## config.mk

```make
export PLATFORM = sky130hd
export DESIGN_NAME = hot_page_tracker
export DESIGN_NICKNAME = d
export VERILOG_FILES = /design/src/rtl/hpt_pkg.sv /design/src/rtl/hpt_epoch_timer.sv /design/src/rtl/hpt_counter_table.sv /design/src/rtl/hpt_ring.sv /design/src/rtl/hot_page_tracker.sv
export SDC_FILE = /design/constraint.sdc
export NUM_CORES = 2
export LEC_CHECK = 0
export ABC_AREA = 1
export BUFFER_PORTS_ARGS = -buffer_cell sky130_fd_sc_hd__buf_4
export CAP_MARGIN = 30
export CELL_PAD_IN_SITES_DETAIL_PLACEMENT = 1
export CELL_PAD_IN_SITES_GLOBAL_PLACEMENT = 1
export CORE_UTILIZATION = 43
export DETAILED_ROUTE_END_ITERATION = 8
export PLACE_DENSITY = 0.89
export SYNTH_ARGS = -nofsm -noshare
export SYNTH_HDL_FRONTEND = slang
export SYNTH_HIERARCHICAL = 1
export SYNTH_SLANG_ARGS = --single-unit
```

## constraint.sdc

```tcl
create_clock -name clk_i -period 7.8 [get_ports clk_i]
set_input_delay 0.39 -clock clk_i [delete_from_list [all_inputs] [get_ports clk_i]]
set_output_delay 0.39 -clock clk_i [all_outputs]
set_load 0.005 [all_outputs]
```

## src/rtl/hpt_pkg.sv

```systemverilog
package hpt_pkg;
  typedef enum logic [2:0] {
    REG_CTRL   = 3'd0,
    REG_SHIFT  = 3'd1,
    REG_THRESH = 3'd2,
    REG_EPOCH  = 3'd3,
    REG_WMARK  = 3'd4,
    REG_OVFCLR = 3'd5
  } cfg_reg_e;

  typedef struct packed {
    logic irq_en;
    logic count_en;
  } ctrl_t;
endpackage

```

## src/rtl/hpt_epoch_timer.sv

```systemverilog
module hpt_epoch_timer #(
  parameter int EPOCH_W = 24
) (
  input  logic               clk_i,
  input  logic               rst_ni,
  input  logic               en_i,
  input  logic [EPOCH_W-1:0] len_i,
  output logic               tick_o
);
  logic [EPOCH_W-1:0] cnt_q;

  // >= so that shortening the length mid-epoch still ends the epoch
  assign tick_o = en_i && (({1'b0, cnt_q} + 1'b1) >= {1'b0, len_i});

  always_ff @(posedge clk_i or negedge rst_ni) begin
    if (!rst_ni)              cnt_q <= '0;
    else if (!en_i || tick_o) cnt_q <= '0;
    else                      cnt_q <= cnt_q + 1'b1;
  end

  a_r10_timer_held: assert property (@(posedge clk_i) disable iff (!rst_ni)
    !en_i |=> (cnt_q == '0));
endmodule

```

## src/rtl/hpt_counter_table.sv

```systemverilog
module hpt_counter_table #(
  parameter int ADDR_W = 40,
  parameter int UNITS  = 64,
  parameter int CNT_W  = 16,
  localparam int IDX_W = $clog2(UNITS)
) (
  input  logic              clk_i,
  input  logic              rst_ni,
  input  logic              en_i,
  input  logic              clear_i,
  input  logic              req_valid_i,
  input  logic [ADDR_W-1:0] req_addr_i,
  input  logic              req_hit_i,
  input  logic [5:0]        shift_i,
  input  logic [CNT_W-1:0]  thr_i,
  output logic              push_o,
  output logic [IDX_W-1:0]  push_idx_o
);
  localparam logic [CNT_W-1:0] CNT_MAX = '1;

  logic [CNT_W-1:0]  cnt_q [UNITS];
  logic [UNITS-1:0]  rep_q;
  logic [ADDR_W-1:0] shifted;
  logic [CNT_W-1:0]  cur, nxt;
  logic              cur_rep, take;

  assign take       = en_i && req_valid_i && !req_hit_i;
  assign shifted    = req_addr_i >> shift_i;
  assign push_idx_o = shifted[IDX_W-1:0];
  assign cur        = clear_i ? '0 : cnt_q[push_idx_o];
  assign cur_rep    = clear_i ? 1'b0 : rep_q[push_idx_o];
  assign nxt        = (cur == CNT_MAX) ? cur : cur + 1'b1;
  assign push_o     = take && (nxt > thr_i) && !cur_rep;

  always_ff @(posedge clk_i or negedge rst_ni) begin
    if (!rst_ni) begin
      for (int i = 0; i < UNITS; i++) cnt_q[i] <= '0;
      rep_q <= '0;
    end else begin
      if (clear_i) begin
        for (int i = 0; i < UNITS; i++) cnt_q[i] <= '0;
        rep_q <= '0;
      end
      if (take)   cnt_q[push_idx_o] <= nxt;
      if (push_o) rep_q[push_idx_o] <= 1'b1;
    end
  end

  a_r1_hit_no_push: assert property (@(posedge clk_i) disable iff (!rst_ni)
    (req_valid_i && req_hit_i) |-> !push_o);
  a_r10_no_push_off: assert property (@(posedge clk_i) disable iff (!rst_ni)
    !en_i |-> !push_o);
endmodule

```

## src/rtl/hpt_ring.sv

```systemverilog
module hpt_ring #(
  parameter int DEPTH  = 16,
  parameter int DATA_W = 6,
  localparam int PTR_W = $clog2(DEPTH)
) (
  input  logic              clk_i,
  input  logic              rst_ni,
  input  logic              push_i,
  input  logic [DATA_W-1:0] data_i,
  input  logic              pop_i,
  output logic              pop_valid_o,
  output logic [DATA_W-1:0] pop_data_o,
  output logic [PTR_W:0]    level_o,
  input  logic              ovf_clr_i,
  output logic              ovf_o
);
  logic [DATA_W-1:0] mem_q [DEPTH];
  logic [PTR_W-1:0]  head_q, tail_q;
  logic              push_ok, full;

  assign full        = (level_o == DEPTH[PTR_W:0]);
  assign pop_valid_o = pop_i && (level_o != '0);
  assign pop_data_o  = mem_q[head_q];
  assign push_ok     = push_i && (!full || pop_valid_o);

  always_ff @(posedge clk_i or negedge rst_ni) begin
    if (!rst_ni) begin
      for (int i = 0; i < DEPTH; i++) mem_q[i] <= '0;
      head_q  <= '0;
      tail_q  <= '0;
      level_o <= '0;
      ovf_o   <= 1'b0;
    end else begin
      if (push_ok) begin
        mem_q[tail_q] <= data_i;
        tail_q        <= tail_q + 1'b1;
      end
      if (pop_valid_o) head_q <= head_q + 1'b1;
      level_o <= level_o + {{PTR_W{1'b0}}, push_ok} - {{PTR_W{1'b0}}, pop_valid_o};
      if (push_i && !push_ok) ovf_o <= 1'b1;
      else if (ovf_clr_i)     ovf_o <= 1'b0;
    end
  end

  a_r5_level_bound: assert property (@(posedge clk_i) disable iff (!rst_ni)
    level_o <= DEPTH[PTR_W:0]);
  a_r6_ovf_sticky: assert property (@(posedge clk_i) disable iff (!rst_ni)
    (ovf_o && !ovf_clr_i) |=> ovf_o);
  a_r7_empty_pop: assert property (@(posedge clk_i) disable iff (!rst_ni)
    (pop_i && level_o == '0) |-> !pop_valid_o);
  a_r8_push_pop_level: assert property (@(posedge clk_i) disable iff (!rst_ni)
    (push_i && pop_i && level_o != '0) |=> $stable(level_o));
endmodule

```

## src/rtl/hot_page_tracker.sv

```systemverilog
module hot_page_tracker
  import hpt_pkg::*;
#(
  parameter int ADDR_W    = 40,
  parameter int UNITS     = 64,
  parameter int CNT_W     = 16,
  parameter int DEPTH     = 16,
  parameter int EPOCH_W   = 24,
  parameter int EPOCH_RST = 1024,
  localparam int IDX_W    = $clog2(UNITS),
  localparam int LVL_W    = $clog2(DEPTH) + 1
) (
  input  logic              clk_i,
  input  logic              rst_ni,
  input  logic              req_valid_i,
  input  logic [ADDR_W-1:0] req_addr_i,
  input  logic              req_cache_hit_i,
  input  logic              cfg_we_i,
  input  logic [2:0]        cfg_addr_i,
  input  logic [31:0]       cfg_wdata_i,
  input  logic              pop_i,
  output logic              pop_valid_o,
  output logic [IDX_W-1:0]  pop_unit_o,
  output logic [LVL_W-1:0]  level_o,
  output logic              overflow_o,
  output logic              irq_o
);
  ctrl_t              ctrl_q;
  logic [5:0]         shift_q;
  logic [CNT_W-1:0]   thr_q;
  logic [EPOCH_W-1:0] epoch_q;
  logic [LVL_W-1:0]   wmark_q;
  logic               tick, push, ovf_clr;
  logic [IDX_W-1:0]   push_idx;

  always_ff @(posedge clk_i or negedge rst_ni) begin
    if (!rst_ni) begin
      ctrl_q  <= '0;
      shift_q <= '0;
      thr_q   <= '0;
      epoch_q <= EPOCH_W'(EPOCH_RST);
      wmark_q <= LVL_W'(1);
    end else if (cfg_we_i) begin
      case (cfg_reg_e'(cfg_addr_i))
        REG_CTRL:   ctrl_q  <= ctrl_t'(cfg_wdata_i[1:0]);
        REG_SHIFT:  shift_q <= cfg_wdata_i[5:0];
        REG_THRESH: thr_q   <= cfg_wdata_i[CNT_W-1:0];
        REG_EPOCH:  epoch_q <= cfg_wdata_i[EPOCH_W-1:0];
        REG_WMARK:  wmark_q <= cfg_wdata_i[LVL_W-1:0];
        default: ;
      endcase
    end
  end

  assign ovf_clr = cfg_we_i && (cfg_reg_e'(cfg_addr_i) == REG_OVFCLR);
  assign irq_o   = ctrl_q.irq_en && (level_o >= wmark_q);

  hpt_epoch_timer #(.EPOCH_W(EPOCH_W)) u_timer (
    .clk_i, .rst_ni, .en_i(ctrl_q.count_en), .len_i(epoch_q), .tick_o(tick)
  );

  hpt_counter_table #(.ADDR_W(ADDR_W), .UNITS(UNITS), .CNT_W(CNT_W)) u_table (
    .clk_i, .rst_ni, .en_i(ctrl_q.count_en), .clear_i(tick),
    .req_valid_i, .req_addr_i, .req_hit_i(req_cache_hit_i),
    .shift_i(shift_q), .thr_i(thr_q), .push_o(push), .push_idx_o(push_idx)
  );

  hpt_ring #(.DEPTH(DEPTH), .DATA_W(IDX_W)) u_ring (
    .clk_i, .rst_ni, .push_i(push), .data_i(push_idx), .pop_i,
    .pop_valid_o, .pop_data_o(pop_unit_o), .level_o,
    .ovf_clr_i(ovf_clr), .ovf_o(overflow_o)
  );

  a_r9_irq_off: assert property (@(posedge clk_i) disable iff (!rst_ni)
    (!ctrl_q.irq_en) |-> !irq_o);
endmodule

```

==> impl_results.md <==
- Status: complete, no violations
- Die Y-Extent: 404 µm
- Layout cells sized above 1: 7.22%
- Global-route wire length before repair: 423,000 µm
- Critical-path top delay cell: o21ai_1
- CTS tree: done
- Io pins: 95
- Synth unique cells: 49
- Final Hold Vio Count: 0
- 1st-pass router iterations: 6
- Worst skew pair latency: 0.83 ns
- Post-synth top flop: dfrtp_1
- Post-synthesis sequential area ratio: 46.0%
- Power Total: 34.3 mW
- Final #Nets: 9,736
- Number of max-cap violations: 0
- Met1 Use GR: 42.9%
- Clock Tree Root: clkbuf_16
- Busiest grt layer: met2
- Vias/cell: 5.78
- Num CTS Buffers: 149
- Commonest non-fill, non-tap cells in the layout: nand2_1 (4,345), nand3_1 (1,278), dfrtp_1 (1,271)
- P&R area growth vs syn: 11.0%
- Die Area: 0.163 mm²
- DRC viols: 0
- RR Endpoint: u_ring/level_o[4]$_DFF_PN0_
- Total congestion overflow: 0
- Clock transition at path regs: 0.07 ns
- Slew HR: 12.7%
- H-Tree Depth: 4
- Delay-heaviest family, CP: simple AND/OR/NAND/NOR gates
- All-Layer GR Usage: 33.2%
- Post-Synthesis Cells: 9,788
- Final setup viols: 0
- CTS max path bufs: 3
- Worst reg2reg startpoint: shift_q[0]$_DFFE_PN0P_
- Die X: 404 µm
- Final count of pins violating max slew: 0
- Met3 Use GR: 5.72%
- Core area: 0.160 mm²
- Worst min path class: input port to register
- Worst-path fanout max: 38
- Commonest non-fill, non-tap cell in the layout: nand2_1
- Vias in the first global route: 71,600
- FF-to-FF setup slack: 0.26 ns
- Largest net degree at the start of global routing: 239
- Worst r2r path cells: 39
- Power Density: 445 mW/mm²
- FFs w/ async S/R, synth: 100%
- DRT Wirelength: 274,000 µm
- Syn Nets: 9,928
- CP required: 8.49 ns
- Crit path kind: register to register
- EDFF count, synth: 0
- Initial Util: 43.2%
- Dpl hpwl: 167,000 µm
- Setup crit end: u_ring/level_o[4]$_DFF_PN0_
- GR Layer Usage met2: 53.5%
- Warnings, synthesis: 6
- Setup tns final: 0 ns
- Via count: 68,600
- CP bufs+invs: 6
- Min Tclk post-route: 7.54 ns
- Register bit total from synthesis: 1,275
- WP depth: 39
- CP most frequent cell: nand2_1
- GP Congestion: 0.913
- LEAKAGE: 41.6 nW
- Mean routed wirelength per cell: 23.1 µm
- Startpoint Class: register
- Initial antenna violation count: 5
- Antenna viol nets, final: 0
- Max VDD drop: 0.000778 V
- Crit share post-route: 96.7%
- Fmax: 0.133 GHz
- Clk_skew: 0.0390 ns
- WHS: 0.0485 ns
- Crit. Startpoint: shift_q[0]$_DFFE_PN0P_
- Starting DRT DRC Count: 7,591
- CP max stage delay: 0.54 ns
- Hold Crit Start: cfg_addr_i[1]
- Rows: 147
- Critical Path Sink Type: register
- Cell Area, Synth: 0.0694 mm²
- # port buffers: 86
- Data arrival, critical path: 8.23 ns
- Slew @ Worst Pin: 1.31 ns
- Num Clock Sinks: 1,275
- Synth Area per Inst: 7.09 µm²
-- sequential cells by signal (all words and copies together) (netlist names) --
signal	flops
u_ring/ovf_o	1
u_ring/tail_q	4
u_ring/mem_q	96
u_ring/head_q	4
u_timer/cnt_q	24
ctrl_q	2
u_ring/level_o	5
u_table/cnt_q	1024
epoch_q	24
wmark_q	5
u_table/rep_q	64
thr_q	16
shift_q	6
-- layout make-up --
| class | count | area, µm² |
|---|---|---|
| Timing Repair Buffer | 328 | 3240 |
| Multi-Input combinational cell | 7104 | 31400 |
| Fill cell | 20300 | 83400 |
| Tap cell | 2160 | 2700 |
| Clock inverter | 38 | 463 |
| Sequential cell | 1275 | 31900 |
| Clock buffer | 231 | 4510 |
| Inverter | 738 | 2800 |
| Antenna cell | 1 | 2.50 |
-- worst min path at each step --
stage,cells after the start,to
after floorplan,0,ctrl_q[0]$_DFFE_PN0P_
after global placement,1,shift_q[0]$_DFFE_PN0P_
after detailed placement,1,shift_q[0]$_DFFE_PN0P_
after CTS,4,ctrl_q[0]$_DFFE_PN0P_
after global routing,4,u_ring/head_q[3]$_DFFE_PN0P_
final,4,wmark_q[0]$_DFFE_PN1P_
-- metal layers --
layer | vias up | part of all wire (%)
met4 | 6 | 4.9
li1 | 30200 | -
met5 | - | 0.015
met3 | 767 | 8.2
met1 | 34600 | 40
met2 | 3104 | 47
-- synth_stat cells, types with 31 or more instances --
master       n  area share, %
a21oi_1     47           0.34
buf_2      160            1.2
buf_4       39           0.42
buf_6      105            1.7
clkbuf_1   345            1.9
dfrtp_1   1273             46
ha_1        58            1.0
inv_1      716            3.9
nand2_1   4350             24
nand3_1   1285            9.3
nand3b_1   165            1.8
nor2_1     436            2.4
nor2_2      31           0.28
o21ai_0    254            1.8
o21ai_1    293            2.1
-- through the flow --
stage	utilization [%]	instance area (µm²)	worst slack (ns)	std cells
5_1_grt	48.0	77000	-0.0987	11900
6_report	48.0	77000	0.257	11900
4_1_cts	47.7	76500	0.0388	11900
2_1_floorplan	-	69400	0.249	9788
3_5_place_dp	44.4	71300	-0.00317	11600
3_3_place_gp	44.4	71200	0.133	11600
-- repair_timing --
item | CTS | global route
endpoints found under the hold margin | 159 | 0
cloned | 0 | 2
endpoints found under the setup margin | 29 | 100
buffers inserted | 0 | 12
hold buffers | 28 | 0
pin swaps | 0 | 11
resized for setup | 2 | 62
-- tightest hold or removal path, delay by kind of cell --
kind | cells | cell delay [ns]
AND/OR/NAND/NOR | 2 | 0.23
AO/OA/AOI/OAI | 1 | 0.10
buffers and inverters | 1 | 0.13
-- where the power goes --
group,switching [mW],internal (mW),leakage (nW)
Clock,3.02,4.21,2.46
Sequential,0.893,8.09,17.3
Combinational,13.6,4.43,21.9
-- cell families after synthesis --
logic type	Yosys count	synth area share, %
flops	1275	46.0
compound gates	680	5.24
buf+inv	1410	9.27
xor+xnor	25	0.316
simple gates	6339	38.1
fa+ha+maj	59	1.08
(Power assumes the default switching activity.)
